==> src/rtl/lsq_pkg.sv <==
package lsq_pkg;

    typedef enum logic [1:0] {
        E_FREE  = 2'd0,
        E_WAIT  = 2'd1,
        E_READY = 2'd2,
        E_DONE  = 2'd3
    } ent_state_e;

    // distance of a slot from the head in program order
    function automatic int age_of(input int idx, input int head, input int depth);
        return (idx >= head) ? (idx - head) : (idx + depth - head);
    endfunction

endpackage

==> src/rtl/lsq_entry.sv <==
module lsq_entry
    import lsq_pkg::*;
#(
    parameter int AW = 32
) (
    input  logic          clk,
    input  logic          rst_n,
    input  logic          alloc_en,
    input  logic          alloc_store,
    input  logic          fill_en,
    input  logic [AW-1:0] fill_addr,
    input  logic          issue_en,
    input  logic          release_en,
    input  logic          squash_en,
    output ent_state_e    state,
    output logic          is_store,
    output logic [AW-1:0] addr,
    output logic          ld_ready,
    output logic          st_open,
    output logic          st_known,
    output logic          can_retire
);

    ent_state_e    state_q, state_d;
    logic          store_q;
    logic [AW-1:0] addr_q;

    // state register
    always_ff @(posedge clk) begin
        if (!rst_n) state_q <= E_FREE;
        else        state_q <= state_d;
    end

    // next-state logic: ALLOC, FILL, ISSUE, RELEASE, SQUASH
    always_comb begin
        state_d = state_q;
        unique case (state_q)
            E_FREE:  if (alloc_en) state_d = E_WAIT;
            E_WAIT:  if (fill_en)  state_d = E_READY;
            E_READY: begin
                if (issue_en && !store_q)        state_d = E_DONE;
                else if (release_en && store_q)  state_d = E_FREE;
            end
            E_DONE:  if (release_en) state_d = E_FREE;
        endcase
        if (squash_en) state_d = E_FREE;
    end

    always_ff @(posedge clk) begin
        if (!rst_n) begin
            store_q <= 1'b0;
            addr_q  <= '0;
        end else begin
            if (state_q == E_FREE && alloc_en) store_q <= alloc_store;
            if (state_q == E_WAIT && fill_en)  addr_q  <= fill_addr;
        end
    end

    // outputs
    always_comb begin
        state      = state_q;
        is_store   = store_q;
        addr       = addr_q;
        ld_ready   = (state_q == E_READY) && !store_q;
        st_open    = (state_q == E_WAIT)  && store_q;
        st_known   = (state_q == E_READY) && store_q;
        can_retire = store_q ? (state_q == E_READY) : (state_q == E_DONE);
    end


    issue_once_chk: assert property (@(posedge clk) disable iff (!rst_n)
        $rose(state_q == E_DONE) |-> $past(state_q) == E_READY);


    addr_hold_chk: assert property (@(posedge clk) disable iff (!rst_n)
        (state_q == E_READY && $past(state_q) == E_READY) |-> $stable(addr_q));

endmodule

==> src/rtl/lsq_ptrs.sv <==
module lsq_ptrs
    import lsq_pkg::*;
#(
    parameter int DEPTH = 8,
    parameter int IW    = 3,
    parameter int CW    = 4
) (
    input  logic          clk,
    input  logic          rst_n,
    input  logic          alloc_fire,
    input  logic          retire_fire,
    input  logic          flush_fire,
    input  logic [IW-1:0] flush_idx,
    output logic [IW-1:0] head,
    output logic [IW-1:0] tail,
    output logic [CW-1:0] count
);

    logic [IW-1:0] head_q, tail_q;
    logic [CW-1:0] count_q;

    function automatic logic [IW-1:0] bump(input logic [IW-1:0] p);
        return (int'(p) == DEPTH - 1) ? '0 : p + 1'b1;
    endfunction

    always_ff @(posedge clk) begin
        if (!rst_n) begin
            head_q  <= '0;
            tail_q  <= '0;
            count_q <= '0;
        end else if (flush_fire) begin
            tail_q  <= flush_idx;
            count_q <= CW'(age_of(int'(flush_idx), int'(head_q), DEPTH));
        end else begin
            if (alloc_fire)  tail_q <= bump(tail_q);
            if (retire_fire) head_q <= bump(head_q);
            unique case ({alloc_fire, retire_fire})
                2'b10:   count_q <= count_q + 1'b1;
                2'b01:   count_q <= count_q - 1'b1;
                default: count_q <= count_q;
            endcase
        end
    end

    assign head  = head_q;
    assign tail  = tail_q;
    assign count = count_q;


    count_cap_chk: assert property (@(posedge clk) disable iff (!rst_n)
        int'(count_q) <= DEPTH);


    ptr_gap_chk: assert property (@(posedge clk) disable iff (!rst_n)
        int'(tail_q) == (int'(head_q) + int'(count_q)) % DEPTH);

endmodule

==> src/rtl/lsq_pick.sv <==
module lsq_pick
    import lsq_pkg::*;
#(
    parameter int DEPTH = 8,
    parameter int AW    = 32,
    parameter int IW    = 3
) (
    input  logic [IW-1:0]    head,
    input  logic [DEPTH-1:0] ld_ready,
    input  logic [DEPTH-1:0] st_open,
    input  logic [DEPTH-1:0] st_known,
    input  logic [AW-1:0]    addr [DEPTH],
    output logic             pick_valid,
    output logic [IW-1:0]    pick_idx
);

    logic [DEPTH-1:0] ld_clear;

    // a load is clear when no older store is unknown or aliases it
    always_comb begin
        for (int i = 0; i < DEPTH; i++) begin
            ld_clear[i] = ld_ready[i];
            for (int j = 0; j < DEPTH; j++) begin
                if (j != i &&
                    age_of(j, int'(head), DEPTH) < age_of(i, int'(head), DEPTH) &&
                    (st_open[j] || (st_known[j] && addr[j] == addr[i])))
                    ld_clear[i] = 1'b0;
            end
        end
    end

    // oldest clear load wins
    always_comb begin
        pick_valid = 1'b0;
        pick_idx   = '0;
        for (int o = 0; o < DEPTH; o++) begin
            int k;
            k = int'(head) + o;
            if (k >= DEPTH) k = k - DEPTH;
            if (!pick_valid && ld_clear[k]) begin
                pick_valid = 1'b1;
                pick_idx   = IW'(k);
            end
        end
    end

endmodule

==> src/rtl/lsq_dep_check.sv <==
module lsq_dep_check
    import lsq_pkg::*;
#(
    parameter int DEPTH = 8,
    parameter int AW    = 32,
    localparam int IW   = $clog2(DEPTH),
    localparam int CW   = $clog2(DEPTH + 1)
) (
    input  logic          clk,
    input  logic          rst_n,
    input  logic          alloc_valid,
    input  logic          alloc_is_store,
    output logic [IW-1:0] alloc_idx,
    output logic          full,
    output logic          empty,
    input  logic          addr_valid,
    input  logic [IW-1:0] addr_idx,
    input  logic [AW-1:0] addr_value,
    output logic          ld_issue_valid,
    output logic [IW-1:0] ld_issue_idx,
    output logic [AW-1:0] ld_issue_addr,
    input  logic          commit_valid,
    output logic          st_wr_valid,
    output logic [AW-1:0] st_wr_addr,
    output logic          retire_valid,
    input  logic          flush_valid,
    input  logic [IW-1:0] flush_idx
);

    logic [IW-1:0]    head_q, tail_q;
    logic [CW-1:0]    count_q;
    logic             alloc_fire, retire_ok, flush_ok;
    logic             pick_valid;
    logic [IW-1:0]    pick_idx;

    ent_state_e       ent_st     [DEPTH];
    logic [AW-1:0]    ent_addr   [DEPTH];
    logic [DEPTH-1:0] ent_store, ent_ld_ready, ent_st_open, ent_st_known, ent_retire;

    assign full       = (int'(count_q) == DEPTH);
    assign empty      = (count_q == '0);
    assign alloc_fire = alloc_valid && !full && !flush_valid;
    assign flush_ok   = flush_valid &&
                        (age_of(int'(flush_idx), int'(head_q), DEPTH) < int'(count_q));
    assign retire_ok  = commit_valid && !flush_valid && !empty && ent_retire[head_q];

    lsq_ptrs #(.DEPTH(DEPTH), .IW(IW), .CW(CW)) u_ptrs (
        .clk         (clk),
        .rst_n       (rst_n),
        .alloc_fire  (alloc_fire),
        .retire_fire (retire_ok),
        .flush_fire  (flush_ok),
        .flush_idx   (flush_idx),
        .head        (head_q),
        .tail        (tail_q),
        .count       (count_q)
    );

    generate
        for (genvar g = 0; g < DEPTH; g++) begin : g_ent
            logic squash_g;
            assign squash_g = flush_ok &&
                (age_of(g, int'(head_q), DEPTH) >= age_of(int'(flush_idx), int'(head_q), DEPTH)) &&
                (age_of(g, int'(head_q), DEPTH) < int'(count_q));

            lsq_entry #(.AW(AW)) u_ent (
                .clk         (clk),
                .rst_n       (rst_n),
                .alloc_en    (alloc_fire && tail_q == IW'(g)),
                .alloc_store (alloc_is_store),
                .fill_en     (addr_valid && addr_idx == IW'(g)),
                .fill_addr   (addr_value),
                .issue_en    (ld_issue_valid && ld_issue_idx == IW'(g)),
                .release_en  (retire_ok && head_q == IW'(g)),
                .squash_en   (squash_g),
                .state       (ent_st[g]),
                .is_store    (ent_store[g]),
                .addr        (ent_addr[g]),
                .ld_ready    (ent_ld_ready[g]),
                .st_open     (ent_st_open[g]),
                .st_known    (ent_st_known[g]),
                .can_retire  (ent_retire[g])
            );
        end
    endgenerate

    lsq_pick #(.DEPTH(DEPTH), .AW(AW), .IW(IW)) u_pick (
        .head       (head_q),
        .ld_ready   (ent_ld_ready),
        .st_open    (ent_st_open),
        .st_known   (ent_st_known),
        .addr       (ent_addr),
        .pick_valid (pick_valid),
        .pick_idx   (pick_idx)
    );

    always_comb begin
        alloc_idx      = tail_q;
        ld_issue_valid = pick_valid && !flush_valid;
        ld_issue_idx   = pick_idx;
        ld_issue_addr  = ent_addr[pick_idx];
        retire_valid   = retire_ok;
        st_wr_valid    = retire_ok && ent_store[head_q];
        st_wr_addr     = ent_addr[head_q];
    end


    st_wr_head_chk: assert property (@(posedge clk) disable iff (!rst_n)
        st_wr_valid |=> head_q != $past(head_q));


    ld_issue_done_chk: assert property (@(posedge clk) disable iff (!rst_n)
        ld_issue_valid |=> ent_st[$past(ld_issue_idx)] == E_DONE);

endmodule

==> config.mk <==
export PLATFORM = sky130hd
export DESIGN_NAME = lsq_dep_check
export DESIGN_NICKNAME = d
export VERILOG_FILES = /design/src/rtl/lsq_pkg.sv /design/src/rtl/lsq_entry.sv /design/src/rtl/lsq_ptrs.sv /design/src/rtl/lsq_pick.sv /design/src/rtl/lsq_dep_check.sv
export SDC_FILE = /design/constraint.sdc
export NUM_CORES = 2
export LEC_CHECK = 0
export BUFFER_PORTS_ARGS = -buffer_cell sky130_fd_sc_hd__buf_4
export CAP_MARGIN = 0
export CORE_MARGIN = 8
export CORE_UTILIZATION = 40
export DETAILED_ROUTE_END_ITERATION = 7
export PLACE_DENSITY_LB_ADDON = 0.15
export SYNTH_ARGS = -nofsm -noshare
export SYNTH_HDL_FRONTEND = slang
export SYNTH_SLANG_ARGS = --single-unit
==> constraint.sdc <==
create_clock -name clk -period 10.6 [get_ports clk]
set_input_delay 1.06 -clock clk [delete_from_list [all_inputs] [get_ports clk]]
set_output_delay 1.06 -clock clk [all_outputs]
set_load 0.02 [all_outputs]
==> flow_metrics.env <==
export IMPL_worstRegToRegCells=22
export IMPL_synth_distinct_cells=92
export IMPL_synth_most_common_cell="nand2_1"
export IMPL_grt_max_degree=117
export IMPL_io_buffers=119
export IMPL_setup_ws_ns=0.572
export IMPL_die_w_um=299
export IMPL_hold_viol_final=0
export IMPL_p_switching_mw=0.703
export IMPL_drt_antenna_violating_nets=0
export IMPL_synth_enable_flop_cells=0
export IMPL_viasPerCell=6.69
export IMPL_drcViolationCount=9
export IMPL_crit_start="u_ptrs.head[1]"
export IMPL_fin_crit_sh=0.946
export IMPL_async_reset_ff_frac=0
export IMPL_drv_cap=0
export IMPL_gp_routability_congestion=1.13
export IMPL_min_delay_start="g_ent[3].u_ent.addr[3]"
export IMPL_io_pins=120
export IMPL_drt_wirelength_per_cell_um=40.6
export IMPL_gr_usage_all_layers=0.439
export IMPL_start_util=0.404
export IMPL_rsz0062_at_grt="no"
export IMPL_grt_pass1_vias=31400
export IMPL_area_growth_pct=8.23
export IMPL_holdBufCountCts=0
export IMPL_hold_class="flop to flop"
export IMPL_crit_chain="inv_1 > buf_4 > ha_1 > inv_1 > ha_1 > inv_1 > ha_1 > a21o_1 > a2111oi_2 > nor3_1 > a221o_1 > nor4_1 > nand3_1 > mux2i_1 > o31ai_1 > or3_1 > o31a_1 > o32a_1 > or2_4 > inv_2 > mux4_2 > o211a_1 > buf_4"
export IMPL_tritoncts="built"
export IMPL_clockBufferDepth=3
export IMPL_p_comb_frac=0.096
export IMPL_synth_top_flop_cell="dfxtp_1"
export IMPL_fill_cells=8196
export IMPL_die_h_um=299
export IMPL_syn_avg_cell_area_um2=7.80
export IMPL_ir_drop_mv=0.108
export IMPL_pwr_share_seq=0.431
export IMPL_critPathMaxFanout=39
export IMPL_cts_sinks=290
export IMPL_worst_ep_arrival_time_ns=8.97
export IMPL_hold_slack_ns=0.454
export IMPL_postCtsSetupBuffers=0
export IMPL_grt_pass1_wl_um=276000
export IMPL_max_stage_delay_ns=0.86
export IMPL_globalRoute_totalOverflow=0
export IMPL_antenna_found_initial=5
export IMPL_cp_slowest_cell="inv_2"
export IMPL_clk_root_buffer_cell="clkbuf_16"
export IMPL_synth_area_um2=32000
export IMPL_clk_insertion_delay_late_ns=0.57
export IMPL_synth_top_cell_area_share=0.181
export IMPL_fp_row_count=103
export IMPL_timing_rr_start="u_ptrs.head[1]"
export IMPL_p_int_mw=1.87
export IMPL_cts_resized=0
export IMPL_cellPowerDensity_nw_per_um2=74.4
export IMPL_drive_above_1_share=0.139
export IMPL_critPathRequiredTime_ns=9.54
export IMPL_clkPwrFrac=0.472
export IMPL_fmax_mhz=99.7
export IMPL_yosysWarningCount=0
export IMPL_cts_buffers=35
export IMPL_critical_path_class="flop to output port"
export IMPL_initialDrtViolationCount=5213
export IMPL_clock_skew_ns=0.0226
export IMPL_synth_ff_latch_count=290
export IMPL_worstHoldPathCells=2
export IMPL_vias=34000
export IMPL_final_max_slew_violation_count=0
export IMPL_wl_um=206000
export IMPL_clkSlewWorstSetupHoldPaths_ns=0.06
export IMPL_netlist_instances=4102
export IMPL_firstDrtPassIters=8
export IMPL_coreArea_um2=79100
export IMPL_synth_seq_area_share=0.181
export IMPL_cts_max_level=2
export IMPL_start_kind="flop"
export IMPL_tightest_slew_ns=1.44
export IMPL_die_area_um2=89300
export IMPL_synth_largest_area_cell="dfxtp_1"
export IMPL_setup_viol_count_final=0
export IMPL_p_sw_frac=0.273
export IMPL_dp_final_hpwl_um=145000
export IMPL_synthTopCellsByCount="nand2_1, xnor2_1, xor2_1"
export IMPL_worst_setup_path_end_kind="output port"
export IMPL_ys_top_cells_by_area="dfxtp_1, xnor2_1, xor2_1"
export IMPL_outcome="complete, but fails checks"
export IMPL_fin_crit_ns=10.03
export IMPL_p_leak_nw=14.0
export IMPL_finalSetupTns_ns=0
export IMPL_nNetsFinal=4198
export IMPL_violations="DRC"
export IMPL_max_slew_margin=0.0293
export IMPL_post_place_ws_ns=1.30
path summary, 6_finish.rpt:
kind / endpoint / slack, ns
hold reg to reg: g_ent[3].u_ent.addr[3] / 0.45
setup / recovery: ld_issue_addr[12] / 0.57
setup reg to reg: g_ent[1].u_ent.state[0] / 2.36
hold / removal: g_ent[3].u_ent.addr[3] / 0.45
area by class of cell:
class                   instances  area [um2]  share of cell area
repair buffers                341        2560              0.0739
diodes                          5        12.5            0.000361
multi-input cells            3269       23600               0.681
clock buffers                  46         967              0.0279
clock inverters                14         145             0.00419
well taps                    1050        1310              0.0379
flip-flops and latches        290        5820               0.168
inverters                      58         225             0.00650
registers in the layout, summed over array words and instances (netlist names):
signal                flops
g_ent.u_ent.addr        256
g_ent.u_ent.is_store      8
g_ent.u_ent.state        16
u_ptrs.count              4
u_ptrs.head               3
u_ptrs.tail               3
power by group through the flow:
stage / clock network [mW] / registers, mW / logic (mW)
after floorplan: 0 / 1.13 / 0.155
after global placement: 0 / 1.13 / 0.241
after detailed placement: 0 / 1.13 / 0.240
after CTS: 1.23 / 1.11 / 0.241
after global routing: 1.27 / 1.11 / 0.265
final: 1.22 / 1.11 / 0.248
metrics by stage:
step | util | total power, mW | cell area [um2] | instances
2_1_floorplan | - | 1.28 | 32000 | 4113
3_3_place_gp | 0.423 | 1.38 | 33500 | 5008
3_5_place_dp | 0.423 | 1.37 | 33500 | 5008
4_1_cts | 0.438 | 2.59 | 34600 | 5068
5_1_grt | 0.438 | 2.64 | 34600 | 5068
6_report | 0.438 | 2.58 | 34600 | 5073
kinds of logic after synthesis:
| family | after synthesis | synth area share |
|---|---|---|
| muxes | 127 | 0.0798 |
| xor gates and xnor gates | 911 | 0.250 |
| other | 2 | 0.000235 |
| and+or+nand+nor | 1441 | 0.223 |
| buffers and inverters | 554 | 0.0855 |
| DFF | 290 | 0.181 |
| AOI/OAI and AO/OA | 619 | 0.118 |
| adders and majority gates | 158 | 0.0625 |
cells in the final DEF, fill, tap and decap left out, types with 35 or more instances in the layout:
cell type,synthesis,layout
a21oi_1,304,303
buf_4,97,341
clkbuf_16,0,35
dfxtp_1,290,287
ha_1,155,155
inv_1,57,55
mux4_2,102,102
nand2_1,676,672
nand3_1,101,101
nand4_1,251,251
nor2_1,93,92
nor4_1,135,132
o211a_1,36,36
o21ai_0,116,116
xnor2_1,581,581
xor2_1,329,329
worst max-delay path, delay by kind of cell (launching register included):
family,cells,cell delay [ns]
buffers and inverters,6,2.15
and+or+nand+nor,5,1.73
adders and majority gates,3,0.96
AOI/OAI and AO/OA,7,1.87
DFF,1,0.70
muxes,2,0.94
layer usage:
layer  vias up  global-route usage  share of wire
li1      13900                   -              -
met1     16500               0.536           0.37
met2      2735               0.634           0.41
met3       798               0.148           0.13
met5         -            0.000541       0.000053
met4         4               0.328          0.094
No activity file was read; power rests on OpenSTA's default activity.
